### src/rtl/rdctl_pkg.sv
package rdctl_pkg;

  typedef enum logic [3:0] {
    S_IDLE,
    S_SGL,
    S_SGL_ACK,
    S_LN_WAIT,
    S_LN,
    S_LN_ACK,
    S_BR_WAIT,
    S_BR,
    S_BR_ACK
  } rd_state_e;

  typedef enum logic [1:0] {
    K_SINGLE = 2'd0,
    K_LINE   = 2'd1,
    K_BURST  = 2'd2,
    K_RSVD   = 2'd3
  } xfer_kind_e;

  typedef struct packed {
    xfer_kind_e kind;
    logic       to_status;
  } req_attr_t;

  // First state of a transfer; a chained (promoted) one skips the wait cycle.
  function automatic rd_state_e entry_state(input xfer_kind_e kind, input logic chained);
    rd_state_e s;
    case (kind)
      K_LINE:  s = chained ? S_LN : S_LN_WAIT;
      K_BURST: s = chained ? S_BR : S_BR_WAIT;
      default: s = S_SGL;
    endcase
    return s;
  endfunction

  function automatic logic in_ack_state(input rd_state_e s);
    return (s == S_SGL_ACK) || (s == S_LN_ACK) || (s == S_BR_ACK);
  endfunction

  function automatic rd_state_e ack_of(input rd_state_e s);
    return (s == S_LN) ? S_LN_ACK : S_BR_ACK;
  endfunction

  // One datum available: status data is always present.
  function automatic logic head_ready(input logic to_status, input logic empty);
    return to_status | ~empty;
  endfunction

  // Two data available.
  function automatic logic pair_ready(input logic to_status, input logic almost_empty);
    return to_status | ~almost_empty;
  endfunction

endpackage

### src/rtl/rdctl_pend_slot.sv
module rdctl_pend_slot
  import rdctl_pkg::*;
#(
  parameter int BEAT_W = 5
) (
  input  logic              clk,
  input  logic              rst,
  input  logic              set_i,
  input  logic              clr_i,
  input  req_attr_t         attr_i,
  input  logic [BEAT_W-1:0] beats_i,
  output logic              valid_o,
  output req_attr_t         attr_o,
  output logic [BEAT_W-1:0] beats_o
);

  always_ff @(posedge clk) begin
    if (rst) begin
      valid_o <= 1'b0;
      attr_o  <= '0;
      beats_o <= '0;
    end else if (set_i) begin
      valid_o <= 1'b1;
      attr_o  <= attr_i;
      beats_o <= beats_i;
    end else if (clr_i) begin
      valid_o <= 1'b0;
    end
  end

endmodule

### src/rtl/rdctl_beat_cnt.sv
module rdctl_beat_cnt #(
  parameter int BEAT_W = 5
) (
  input  logic              clk,
  input  logic              rst,
  input  logic              load_i,
  input  logic [BEAT_W-1:0] load_val_i,
  input  logic              dec_i,
  output logic [BEAT_W-1:0] cnt_o
);

  localparam logic [BEAT_W-1:0] ONE = BEAT_W'(1);

  always_ff @(posedge clk) begin
    if (rst)                         cnt_o <= '0;
    else if (load_i)                 cnt_o <= load_val_i;
    else if (dec_i && cnt_o != '0)   cnt_o <= cnt_o - ONE;
  end

endmodule

### src/rtl/rdctl_fsm.sv
module rdctl_fsm
  import rdctl_pkg::*;
#(
  parameter int BEAT_W = 5
) (
  input  logic              clk,
  input  logic              rst,
  input  logic              req_valid_i,
  input  req_attr_t         req_attr_i,
  input  logic              promote_i,
  input  logic              pend_valid_i,
  input  req_attr_t         pend_attr_i,
  input  logic              fifo_empty_i,
  input  logic              fifo_aempty_i,
  input  logic              fifo_err_i,
  input  logic [BEAT_W-1:0] cnt_i,
  output logic              addr_ack_o,
  output logic              push_addr_o,
  output logic              rd_ack_o,
  output logic              rd_comp_o,
  output logic              rd_err_o,
  output logic              pop_o,
  output logic              src_status_o,
  output logic              cnt_load_o,
  output logic              load_from_pend_o,
  output logic              cnt_dec_o,
  output logic              pend_set_o,
  output logic              pend_clr_o,
  output logic              take_idle_o,
  output logic              take_promote_o,
  output logic              pen_fire_o,
  output logic              sgl_comp_o
);

  localparam logic [BEAT_W-1:0] ONE = BEAT_W'(1);
  localparam logic [BEAT_W-1:0] TWO = BEAT_W'(2);

  rd_state_e state_q, state_d;
  logic      cur_status_q, cur_status_d;
  logic      busy, head, pair, beat_ack, final_ack;

  always_ff @(posedge clk) begin
    if (rst) begin
      state_q      <= S_IDLE;
      cur_status_q <= 1'b0;
    end else begin
      state_q      <= state_d;
      cur_status_q <= cur_status_d;
    end
  end

  assign busy = (state_q != S_IDLE);
  assign head = head_ready(cur_status_q, fifo_empty_i);
  assign pair = pair_ready(cur_status_q, fifo_aempty_i);

  assign take_promote_o = promote_i & busy & ~in_ack_state(state_q) & ~pend_valid_i;

  always_comb begin
    state_d          = state_q;
    cur_status_d     = cur_status_q;
    take_idle_o      = 1'b0;
    sgl_comp_o       = 1'b0;
    pen_fire_o       = 1'b0;
    beat_ack         = 1'b0;
    final_ack        = 1'b0;
    cnt_load_o       = 1'b0;
    load_from_pend_o = 1'b0;
    pend_clr_o       = 1'b0;
    case (state_q)
      S_IDLE: begin
        if (req_valid_i) begin
          take_idle_o  = 1'b1;
          cnt_load_o   = 1'b1;
          cur_status_d = req_attr_i.to_status;
          state_d      = entry_state(req_attr_i.kind, 1'b0);
        end
      end
      S_SGL: begin
        if (head) begin
          sgl_comp_o = 1'b1;
          state_d    = S_SGL_ACK;
        end
      end
      S_LN_WAIT: state_d = S_LN;
      S_BR_WAIT: state_d = S_BR;
      S_LN, S_BR: begin
        if (cnt_i <= ONE) begin
          if (head) state_d = ack_of(state_q);
        end else if (cnt_i == TWO) begin
          if (pair) begin
            beat_ack   = 1'b1;
            pen_fire_o = 1'b1;
            state_d    = ack_of(state_q);
          end
        end else if (head) begin
          beat_ack = 1'b1;
        end
      end
      S_SGL_ACK, S_LN_ACK, S_BR_ACK: begin
        final_ack = 1'b1;
        if (pend_valid_i) begin
          pend_clr_o       = 1'b1;
          cnt_load_o       = 1'b1;
          load_from_pend_o = 1'b1;
          cur_status_d     = pend_attr_i.to_status;
          state_d          = entry_state(pend_attr_i.kind, 1'b1);
        end else begin
          state_d = S_IDLE;
        end
      end
      default: state_d = S_IDLE;
    endcase
  end

  assign rd_ack_o     = beat_ack | final_ack;
  assign rd_comp_o    = sgl_comp_o | (final_ack & (state_q != S_SGL_ACK));
  assign pop_o        = rd_ack_o & ~cur_status_q;
  assign rd_err_o     = rd_ack_o & ~cur_status_q & fifo_err_i;
  assign addr_ack_o   = take_idle_o | take_promote_o;
  assign push_addr_o  = (take_idle_o | take_promote_o) & ~req_attr_i.to_status;
  assign pend_set_o   = take_promote_o;
  assign cnt_dec_o    = beat_ack;
  assign src_status_o = busy & cur_status_q;

endmodule

### src/rtl/burst_read_ctrl.sv
module burst_read_ctrl
  import rdctl_pkg::*;
#(
  parameter int BEAT_W = 5
) (
  input  logic              clk,
  input  logic              rst,
  input  logic              req_valid,
  input  logic [1:0]        req_kind,
  input  logic [BEAT_W-1:0] req_beats,
  input  logic              req_status,
  input  logic              promote,
  input  logic              fifo_empty,
  input  logic              fifo_almost_empty,
  input  logic              fifo_err,
  output logic              addr_ack,
  output logic              push_addr,
  output logic              rd_ack,
  output logic              rd_comp,
  output logic              rd_err,
  output logic              fifo_pop,
  output logic              src_status
);

  req_attr_t         req_attr, pend_attr;
  logic              pend_valid, pend_set, pend_clr;
  logic [BEAT_W-1:0] pend_beats, cnt, cnt_load_val;
  logic              cnt_load, load_from_pend, cnt_dec;
  logic              take_idle, take_promote, pen_fire, sgl_comp;

  assign req_attr.kind      = xfer_kind_e'(req_kind);
  assign req_attr.to_status = req_status;
  assign cnt_load_val       = load_from_pend ? pend_beats : req_beats;

  rdctl_pend_slot #(.BEAT_W(BEAT_W)) u_pend (
    .clk     (clk),
    .rst     (rst),
    .set_i   (pend_set),
    .clr_i   (pend_clr),
    .attr_i  (req_attr),
    .beats_i (req_beats),
    .valid_o (pend_valid),
    .attr_o  (pend_attr),
    .beats_o (pend_beats)
  );

  rdctl_beat_cnt #(.BEAT_W(BEAT_W)) u_cnt (
    .clk        (clk),
    .rst        (rst),
    .load_i     (cnt_load),
    .load_val_i (cnt_load_val),
    .dec_i      (cnt_dec),
    .cnt_o      (cnt)
  );

  rdctl_fsm #(.BEAT_W(BEAT_W)) u_fsm (
    .clk              (clk),
    .rst              (rst),
    .req_valid_i      (req_valid),
    .req_attr_i       (req_attr),
    .promote_i        (promote),
    .pend_valid_i     (pend_valid),
    .pend_attr_i      (pend_attr),
    .fifo_empty_i     (fifo_empty),
    .fifo_aempty_i    (fifo_almost_empty),
    .fifo_err_i       (fifo_err),
    .cnt_i            (cnt),
    .addr_ack_o       (addr_ack),
    .push_addr_o      (push_addr),
    .rd_ack_o         (rd_ack),
    .rd_comp_o        (rd_comp),
    .rd_err_o         (rd_err),
    .pop_o            (fifo_pop),
    .src_status_o     (src_status),
    .cnt_load_o       (cnt_load),
    .load_from_pend_o (load_from_pend),
    .cnt_dec_o        (cnt_dec),
    .pend_set_o       (pend_set),
    .pend_clr_o       (pend_clr),
    .take_idle_o      (take_idle),
    .take_promote_o   (take_promote),
    .pen_fire_o       (pen_fire),
    .sgl_comp_o       (sgl_comp)
  );

endmodule

### config.mk
export PLATFORM = sky130hd
export DESIGN_NAME = burst_read_ctrl
export DESIGN_NICKNAME = d
export VERILOG_FILES = /design/src/rtl/rdctl_pkg.sv /design/src/rtl/rdctl_pend_slot.sv /design/src/rtl/rdctl_beat_cnt.sv /design/src/rtl/rdctl_fsm.sv /design/src/rtl/burst_read_ctrl.sv
export SDC_FILE = /design/constraint.sdc
export NUM_CORES = 1
export LEC_CHECK = 0
export BUFFER_PORTS_ARGS = -buffer_cell sky130_fd_sc_hd__clkbuf_2
export CORE_MARGIN = 10
export CORE_UTILIZATION = 30
export CTS_CLUSTER_SIZE = 14
export DETAILED_ROUTE_END_ITERATION = 12
export PLACE_DENSITY_LB_ADDON = 0.1
export SYNTH_ARGS = -nofsm -noshare
export SYNTH_HDL_FRONTEND = slang
export SYNTH_SLANG_ARGS = --single-unit
### constraint.sdc
create_clock -name clk -period 3.4 [get_ports clk]
set_input_delay 0.34 -clock clk [delete_from_list [all_inputs] [get_ports clk]]
set_output_delay 0.34 -clock clk [all_outputs]
set_load 0.01 [all_outputs]
==> impl_metrics.ini, run 1 <==
[clock_network]
ctsResizeCount = 0
root_buffer = clkbuf_8
holdBufCountCts = 0
post_cts_buffers = 0
cts_tree = done
cts_buffers = 3
cts.clk_slew.worst_paths_ps = 80
cts_htree_levels = 1
clockBufferDepth = 2
cts_sinks = 19
insertion_delay_ps = 260

[place]
portBuffers = 21
place_hpwl_mm = 2.66
routabilityCongestion = 0.749
placedCellCount = 223
placed_cell_area_sq_um = 1500

[logic_synthesis]
yosysSeqAreaShare_pct = 28.1
synth_edf_count = 0
synth_area_sq_um = 1360
synth.distinct_cells = 46
synth_common_cells = dfxtp_1 (19), nor2_1 (19), inv_1 (16)
synth_nets = 180
synth_seq_cells = 19
synthArstFlopShare_pct = 0
synthFlopType = dfxtp_1
yosysWarnings = 0
synth_compound_area_share_pct = 24.1
synth_top_area_share_pct = 28.1
syn_area_per_cell_sq_um = 8.63
synthAdderAreaFrac_pct = 7.39
synthSimpleGateAreaFrac_pct = 21.6
synth_top_family_by_area = compound AO/OA/AOI/OAI gates
synth_top_cells_by_area = dfxtp_1 (28%), ha_1 (7.4%), mux2i_1 (7.4%), nor2_1 (5.3%), inv_1 (4.4%)
syn_inst = 157
synth_xor_area_share_pct = 2.59
muxShareOfSynthArea_pct = 9.05
synth_largest_area_cell = dfxtp_1

[timing]
fmax_ghz = 0.391
finalSetupViolCount = 0
worst_clock_skew_ps = 5.99
grt_setup_unrepaired = false
tightest_slew_ps = 715
final.min_clock_period_ps = 2560
finalHoldViolCount = 0
final_max_slew_viol_count = 0
finalCritPeriodShare_pct = 75.2
maxSlewHeadroom_pct = 52.3
final.setup.tns_ps = 0

[setup_path]
cp_max_fo = 5
start_kind = register
r2r-start = u_cnt.cnt_o[1]
startpoint = u_cnt.cnt_o[1]
endpoint_kind = output port
r2r_cells = 7
worstPathRequired_ps = 3060
reg2reg_slack_ps = 1190
crit_type = reg2out
r2r_end = u_cnt.cnt_o[0]
worstPathArrival_ps = 2220
crit_path_end = rd_err

[global_route]
overflow = 0
grt_max_degree = 19
antenna_found_initial = 0
grt_pass1_wl_mm = 5.82
grt_pass1_vias = 1189
grt_usage_pct = 9.47

[route]
drc = 0
vias = 1186
final_antenna_net_count = 0
vias_per_cell = 5.22
wl_mm = 3.43
drt_iter0_drc = 102
wl_per_cell_um = 15.1
dr.pass1.iters = 4

[min_path]
worst_hold_path_type = in2reg
hold_depth = 3

[layout]
final_area_sq_um = 1540
final_cells = 227
area_growth_pct = 13.8
nets = 199
drive_gt1_share_pct = 21.1
fill_cells = 469
final_util_pct = 35.4
num_antenna_cells = 0

[floorplan]
pin_count = 22
coreArea_sq_um = 4350
rows = 24
start_util_pct = 31.1
dieArea_sq_um = 7600
die_w_um = 87.2
die_y_um = 87.2

[power_and_ir_drop]
powerDensity_nw_per_um2 = 809
peakVddDrop_v = 0.000239
cellLeakagePower_nw = 0.623

[run_status]
status = complete, no violations

[job]
drv_cap = 0
-- flip-flops by register name, indices dropped and copies added, names as in the netlist --
signal	flops
u_pend.beats_o	5
u_cnt.cnt_o	5
u_fsm.cur_status_q	1
u_fsm.state_q	4
u_pend.valid_o	1
u_pend.attr_o	3
-- power breakdown --
part | leakage, nW | switching (W) | internal, W
sequential | 0.156 | 0.000114 | 0.000288
combinational | 0.442 | 0.000372 | 0.000309
clock | 0.0255 | 0.0000822 | 0.0000816
total | 0.623 | 0.000568 | 0.000678
-- layer usage --
| layer | track usage, % | wire length (um) |
|---|---|---|
| met3 | 2.53 | 202 |
| met5 | 0 | 0 |
| met4 | 3.48 | 47 |
| met1 | 12.8 | 1710 |
| met2 | 13.9 | 1470 |
-- worst max-delay path, stage by stage, from the launching register on --
cell and delay [ps]:
dfxtp_1 380, inv_1 100, ha_1 180, o21bai_1 200, a2111oi_4 480, nand2_1 150, a21oi_1 210, and2_1 140
clkbuf_2 120
-- metrics by stage --
stage	worst slack, ps	power, W	hold WS (ps)
after floorplan	1220	0.000915	453
after global placement	1160	0.00109	471
after detailed placement	1100	0.00109	486
after CTS	805	0.00126	330
after global routing	613	0.00137	347
final	844	0.00125	329
-- cell usage in the layout (no fill, tap or decap), types with 5 or more instances in the layout --
cell | Yosys | routed
a211oi_1 | 5 | 5
mux2i_1 | 10 | 10
clkbuf_2 | 0 | 21
inv_1 | 16 | 16
a21oi_1 | 7 | 7
a221oi_1 | 5 | 5
dfxtp_1 | 19 | 19
nor2_1 | 19 | 19
ha_1 | 8 | 8
nand2_1 | 5 | 5
-- final cells by class --
type | count | area, sq um | share of cell area (%)
flip-flops and latches | 19 | 380 | 24.7
well taps | 52 | 65.1 | 4.22
clock buffers | 3 | 41.3 | 2.68
clock inverters | 1 | 5.00 | 0.325
repair buffers | 22 | 113 | 7.31
inverters | 16 | 60.1 | 3.90
multi-input cells | 114 | 877 | 56.9
-- cells by family after synthesis --
family / count (synthesis)
xor gates and xnor gates: 4
and+or+nand+nor: 51
muxes: 12
AOI/OAI and AO/OA: 39
buffers and inverters: 24
adders and majority gates: 8
DFF: 19
-- how the worst min path moves through the flow --
| stage | from | end | slack (ps) |
|---|---|---|---|
| after floorplan | u_pend.attr_o[0] | u_pend.attr_o[0] | 450 |
| after global placement | u_pend.attr_o[0] | u_pend.attr_o[0] | 470 |
| after detailed placement | u_pend.attr_o[0] | u_pend.attr_o[0] | 490 |
| after CTS | req_beats[4] | u_pend.beats_o[4] | 330 |
| after global routing | req_beats[4] | u_pend.beats_o[4] | 350 |
| final | req_beats[4] | u_pend.beats_o[4] | 330 |
Power figures use the tool's default switching activity.
==> inputs of run 2 (changes only) <==
Clock period 3.4 ns to 2.35 ns, I/O delays scaled along.
==> run 2 against run 1 <==
Effect of this change:
- sequential share of layout area decreased by 1.1 points
- register-to-register slack got worse by 1000 ps
- design area increased by 5.2%
- wire length increased by 0.90%
- largest power group unchanged
- highest routed layer unchanged
==> impl_metrics.ini, run 2 (synthesis gave the netlist of run 1 again) <==
[power_and_ir_drop]
combPwrFrac_pct = 58.2
pwr-share-seq_pct = 30.0
peakVddDrop_v = 0.000492
p_int_w = 0.00106
powerDensity_nw_per_um2 = 1170
p_switching_w = 0.000847
cellLeakagePower_nw = 0.666
clkPwrFrac_pct = 11.8
p_sw_share_pct = 44.5

[timing]
finalHoldViolCount = 0
worst_clock_skew_ps = 3.71
finalSetupViolCount = 0
tightest_slew_ps = 392
final_max_slew_viol_count = 0
grt_setup_unrepaired = false
final.setup.tns_ps = 0
fmax_ghz = 0.453
final.min_clock_period_ps = 2210
finalCritPeriodShare_pct = 94.0
maxSlewHeadroom_pct = 73.9

[global_route]
grt_usage_pct = 9.40
antenna_found_initial = 0
grt_max_degree = 19
overflow = 0
grt_pass1_wl_mm = 5.82
grt_pass1_vias = 1202

[clock_network]
cts_htree_levels = 1
clockBufferDepth = 2
cts_tree = done
insertion_delay_ps = 250
cts_buffers = 3
cts_sinks = 19
cts.clk_slew.worst_paths_ps = 70
root_buffer = clkbuf_8

[route]
vias = 1204
drt_iter0_drc = 97
drc = 0
vias_per_cell = 5.12
dr.pass1.iters = 4
wl_per_cell_um = 14.7
final_antenna_net_count = 0
wl_mm = 3.46

[run_status]
status = complete, no violations

[place]
portBuffers = 21
placedCellCount = 228
place_hpwl_mm = 2.71
routabilityCongestion = 0.800

[layout]
final_cells = 235
top_regs = u_cnt.cnt_o x5, u_pend.beats_o x5, u_fsm.state_q x4
area_growth_pct = 19.7
final_common_cell = clkbuf_2
final_util_pct = 37.2
fill_cells = 456
num_antenna_cells = 0
drive_gt1_share_pct = 27.9
nets = 207
mostFrequentLayoutCells = clkbuf_2 (21), nor2_1 (19), dfxtp_1 (18)

[setup_path]
r2r_cells = 8
start_kind = register
crit_type = reg2out
worstPathArrival_ps = 1970
cp_max_fo = 4
endpoint_kind = output port
worstPathRequired_ps = 2120

[floorplan]
coreArea_sq_um = 4350
start_util_pct = 31.1
dieArea_sq_um = 7600
rows = 24
die_y_um = 87.2
pin_count = 22
die_w_um = 87.2

[min_path]
hold_depth = 3
worst_hold_path_type = in2reg

[job]
drv_cap = 0
[run 2: path summary, 6_finish.rpt]
| kind | slack (ps) | endpoint | from |
|---|---|---|---|
| min reg2reg | 500 | u_pend.attr_o[0] | u_pend.attr_o[0] |
| min | 230 | u_pend.beats_o[3] | req_beats[3] |
| max | 140 | rd_err | u_cnt.cnt_o[1] |
| max reg2reg | 170 | u_cnt.cnt_o[0] | u_cnt.cnt_o[1] |
[run 2: routing by layer]
layer	track usage, %	up-vias	share of wire, %
li1	-	615	-
met1	12.9	558	49
met2	13.9	27	44
met3	2.43	4	6.0
met4	3.04	0	1.1
met5	0	-	0
[run 2: cell type report]
cell class              instances  area (sq um)  share of cell area [%]
clock buffers                   3          41.3                    2.55
inverters                      16          60.1                    3.70
flip-flops and latches         19           382                    23.5
repair buffers                 30           173                    10.6
multi-input cells             114           896                    55.2
well taps                      52          65.1                    4.01
clock inverters                 1          5.00                   0.309
[run 2: power by group through the flow]
stage	logic (W)	clock network [W]	registers, W
3_5_place_dp	0.00106	0	0.000562
3_3_place_gp	0.00106	0	0.000561
5_1_grt	0.00125	0.000251	0.000587
6_report	0.00111	0.000225	0.000571
2_1_floorplan	0.000824	0	0.000500
4_1_cts	0.00108	0.000237	0.000556
[run 2: what timing repair did]
| action | 4_1_cts | 5_1_grt |
|---|---|---|
| hold buffers | 0 | 0 |
| buffers inserted | 1 | 2 |
| gates resized for setup | 2 | 5 |
| endpoints found under the hold margin | 0 | 0 |
| endpoints found under the setup margin | 2 | 1 |
| pin swaps | 1 | 3 |
[run 2: per-stage QoR]
step / power [W] / hold slack [ps] / instance area, sq um / setup WS (ps)
after global routing: 0.00209 / 239 / 1620 / 12.3
after floorplan: 0.00132 / 382 / 1360 / 274
final: 0.00190 / 232 / 1620 / 142
after CTS: 0.00188 / 228 / 1590 / 27.2
after detailed placement: 0.00162 / 482 / 1530 / 102
after global placement: 0.00162 / 471 / 1530 / 192
[run 2: worst max-delay path: stages (launching register included)]
cell and delay (ps):
dfxtp_2 370, inv_2 60, ha_1 160, o21bai_2 210, a2111oi_4 400, nand2_2 120, a21oi_2 140, and2_1 130
clkbuf_2 120
==> inputs of run 3 (changes only) <==
Settings changed: SYNTH_HIERARCHICAL set to 1.
==> run 3 against run 2 <==
Effect of this change:
- die area rose by 5.0%
- clock power rose by 6%
- highest routed layer unchanged
- critical path type unchanged
- clock skew rose by 1.5 ps
- sequential power fell by 7.0%
==> impl_metrics.ini, run 3 <==
[clock_network]
post_cts_buffers = 0
holdBufCountCts = 0
cts_htree_levels = 1
insertion_delay_ps = 260
root_buffer = clkbuf_8
cts_sinks = 19
clockBufferDepth = 2
cts_buffers = 3
ctsResizeCount = 0
cts.clk_slew.worst_paths_ps = 80
cts_tree = done

[floorplan]
coreArea_sq_um = 4690
pin_count = 22
start_util_pct = 30.8
die_y_um = 89.4
rows = 25
die_w_um = 89.4
dieArea_sq_um = 7990

[layout]
top_regs = u_cnt/cnt_o x5, u_pend/beats_o x5, u_fsm/state_q x4
mostFrequentLayoutCells = clkbuf_2 (21), nor2_1 (20), dfxtp_1 (19)
fill_cells = 504
final_common_cell = clkbuf_2
drive_gt1_share_pct = 26.6
area_growth_pct = 13.7
num_antenna_cells = 0
nets = 213

[timing]
final_max_slew_viol_count = 0
tightest_slew_ps = 463
final.min_clock_period_ps = 2170
fmax_ghz = 0.461
finalHoldViolCount = 0
maxSlewHeadroom_pct = 68.3
worst_slack_ps = 181
finalCritPeriodShare_pct = 92.3
final.setup.tns_ps = 0
grt_setup_unrepaired = false
worst_clock_skew_ps = 5.23
finalSetupViolCount = 0

[power_and_ir_drop]
peakVddDrop_v = 0.000327
clkPwrFrac_pct = 13.6
p_switching_w = 0.000789
p_sw_share_pct = 45.0
combPwrFrac_pct = 56.1
powerDensity_nw_per_um2 = 1070
pwr-share-seq_pct = 30.3
cellLeakagePower_nw = 0.650
p_int_w = 0.000963

[setup_path]
r2r-start = u_fsm/state_q[2]
r2r_end = u_cnt/cnt_o[1]
worstPathArrival_ps = 1930
start_kind = register
worstPathRequired_ps = 2120
endpoint_kind = output port
crit_path_end = push_addr
startpoint = u_fsm/state_q[2]
cp_max_fo = 7
r2r_cells = 7
reg2reg_slack_ps = 330
crit_type = reg2out

[route]
drc = 0
wl_mm = 3.64
vias = 1295
dr.pass1.iters = 4
drt_iter0_drc = 73
wl_per_cell_um = 14.8
vias_per_cell = 5.26
final_antenna_net_count = 0

[logic_synthesis]
yosysWarnings = 6
synth_nets = 192
syn_inst = 172
synth_area_sq_um = 1440
syn_area_per_cell_sq_um = 8.39

[place]
routabilityCongestion = 0.894
portBuffers = 21
dp_slack_ps = 313
place_hpwl_mm = 2.78

[global_route]
grt_pass1_vias = 1294
overflow = 0
grt_pass1_wl_mm = 6.15
grt_max_degree = 21
antenna_found_initial = 0
grt_usage_pct = 9.69

[job]
drv_cap = 0

[min_path]
hold_depth = 3
worst_hold_path_type = in2reg

[run_status]
status = complete, no violations
==> run 3: worst min-delay path by stage <==
stage	from	to	slack (ps)
floorplan	rst	u_cnt/cnt_o[3]	300
global placement	u_pend/beats_o[3]	u_pend/beats_o[3]	470
detailed placement	u_pend/beats_o[4]	u_pend/beats_o[4]	480
CTS	req_beats[3]	u_pend/beats_o[3]	230
global route	req_beats[3]	u_pend/beats_o[3]	240
finish	req_beats[3]	u_pend/beats_o[3]	220
==> run 3: per-stage QoR <==
| stage | std cells | hold slack, ps | area, sq um | utilization, % | power [W] |
|---|---|---|---|---|---|
| after floorplan | 172 | 304 | 1440 | - | 0.00130 |
| after global placement | 242 | 470 | 1600 | 34.0 | 0.00151 |
| after detailed placement | 242 | 483 | 1600 | 34.0 | 0.00151 |
| after CTS | 246 | 226 | 1640 | 35.0 | 0.00176 |
| after global routing | 246 | 244 | 1640 | 35.0 | 0.00192 |
| final | 246 | 224 | 1640 | 35.0 | 0.00175 |
==> run 3: layout make-up <==
| class | instances | area [sq um] | area share (%) |
|---|---|---|---|
| well taps | 54 | 67.6 | 4.12 |
| inverters | 13 | 48.8 | 2.97 |
| flip-flops and latches | 19 | 380 | 23.2 |
| multi-input cells | 128 | 941 | 57.3 |
| clock inverters | 1 | 5.00 | 0.305 |
| repair buffers | 28 | 158 | 9.60 |
| clock buffers | 3 | 41.3 | 2.52 |
==> run 3: power groups by stage <==
| stage | clock (W) | sequential (W) | combinational (W) |
|---|---|---|---|
| final | 0.000238 | 0.000531 | 0.000983 |
| after global routing | 0.000263 | 0.000551 | 0.00111 |
| after CTS | 0.000245 | 0.000531 | 0.000984 |
| after detailed placement | 0 | 0.000537 | 0.000977 |
| after global placement | 0 | 0.000535 | 0.000979 |
| after floorplan | 0 | 0.000467 | 0.000828 |
==> run 3: routing by layer <==
metal  up-vias  global-route usage [%]  part of all wire [%]
met2        33                    13.1                    40
li1        655                       -                     -
met1       603                    13.9                    54
met4         0                    3.47                  0.91
met5         -                       0                     0
met3         4                    2.83                   5.6
==> run 3: critical path, stage by stage (launching register included) <==
cell and delay, ps:
dfxtp_1 390, buf_4 190, or2_2 300, a21oi_1 150, nor4b_2 70, or2_2 310, nor2b_1 140, clkbuf_2 120
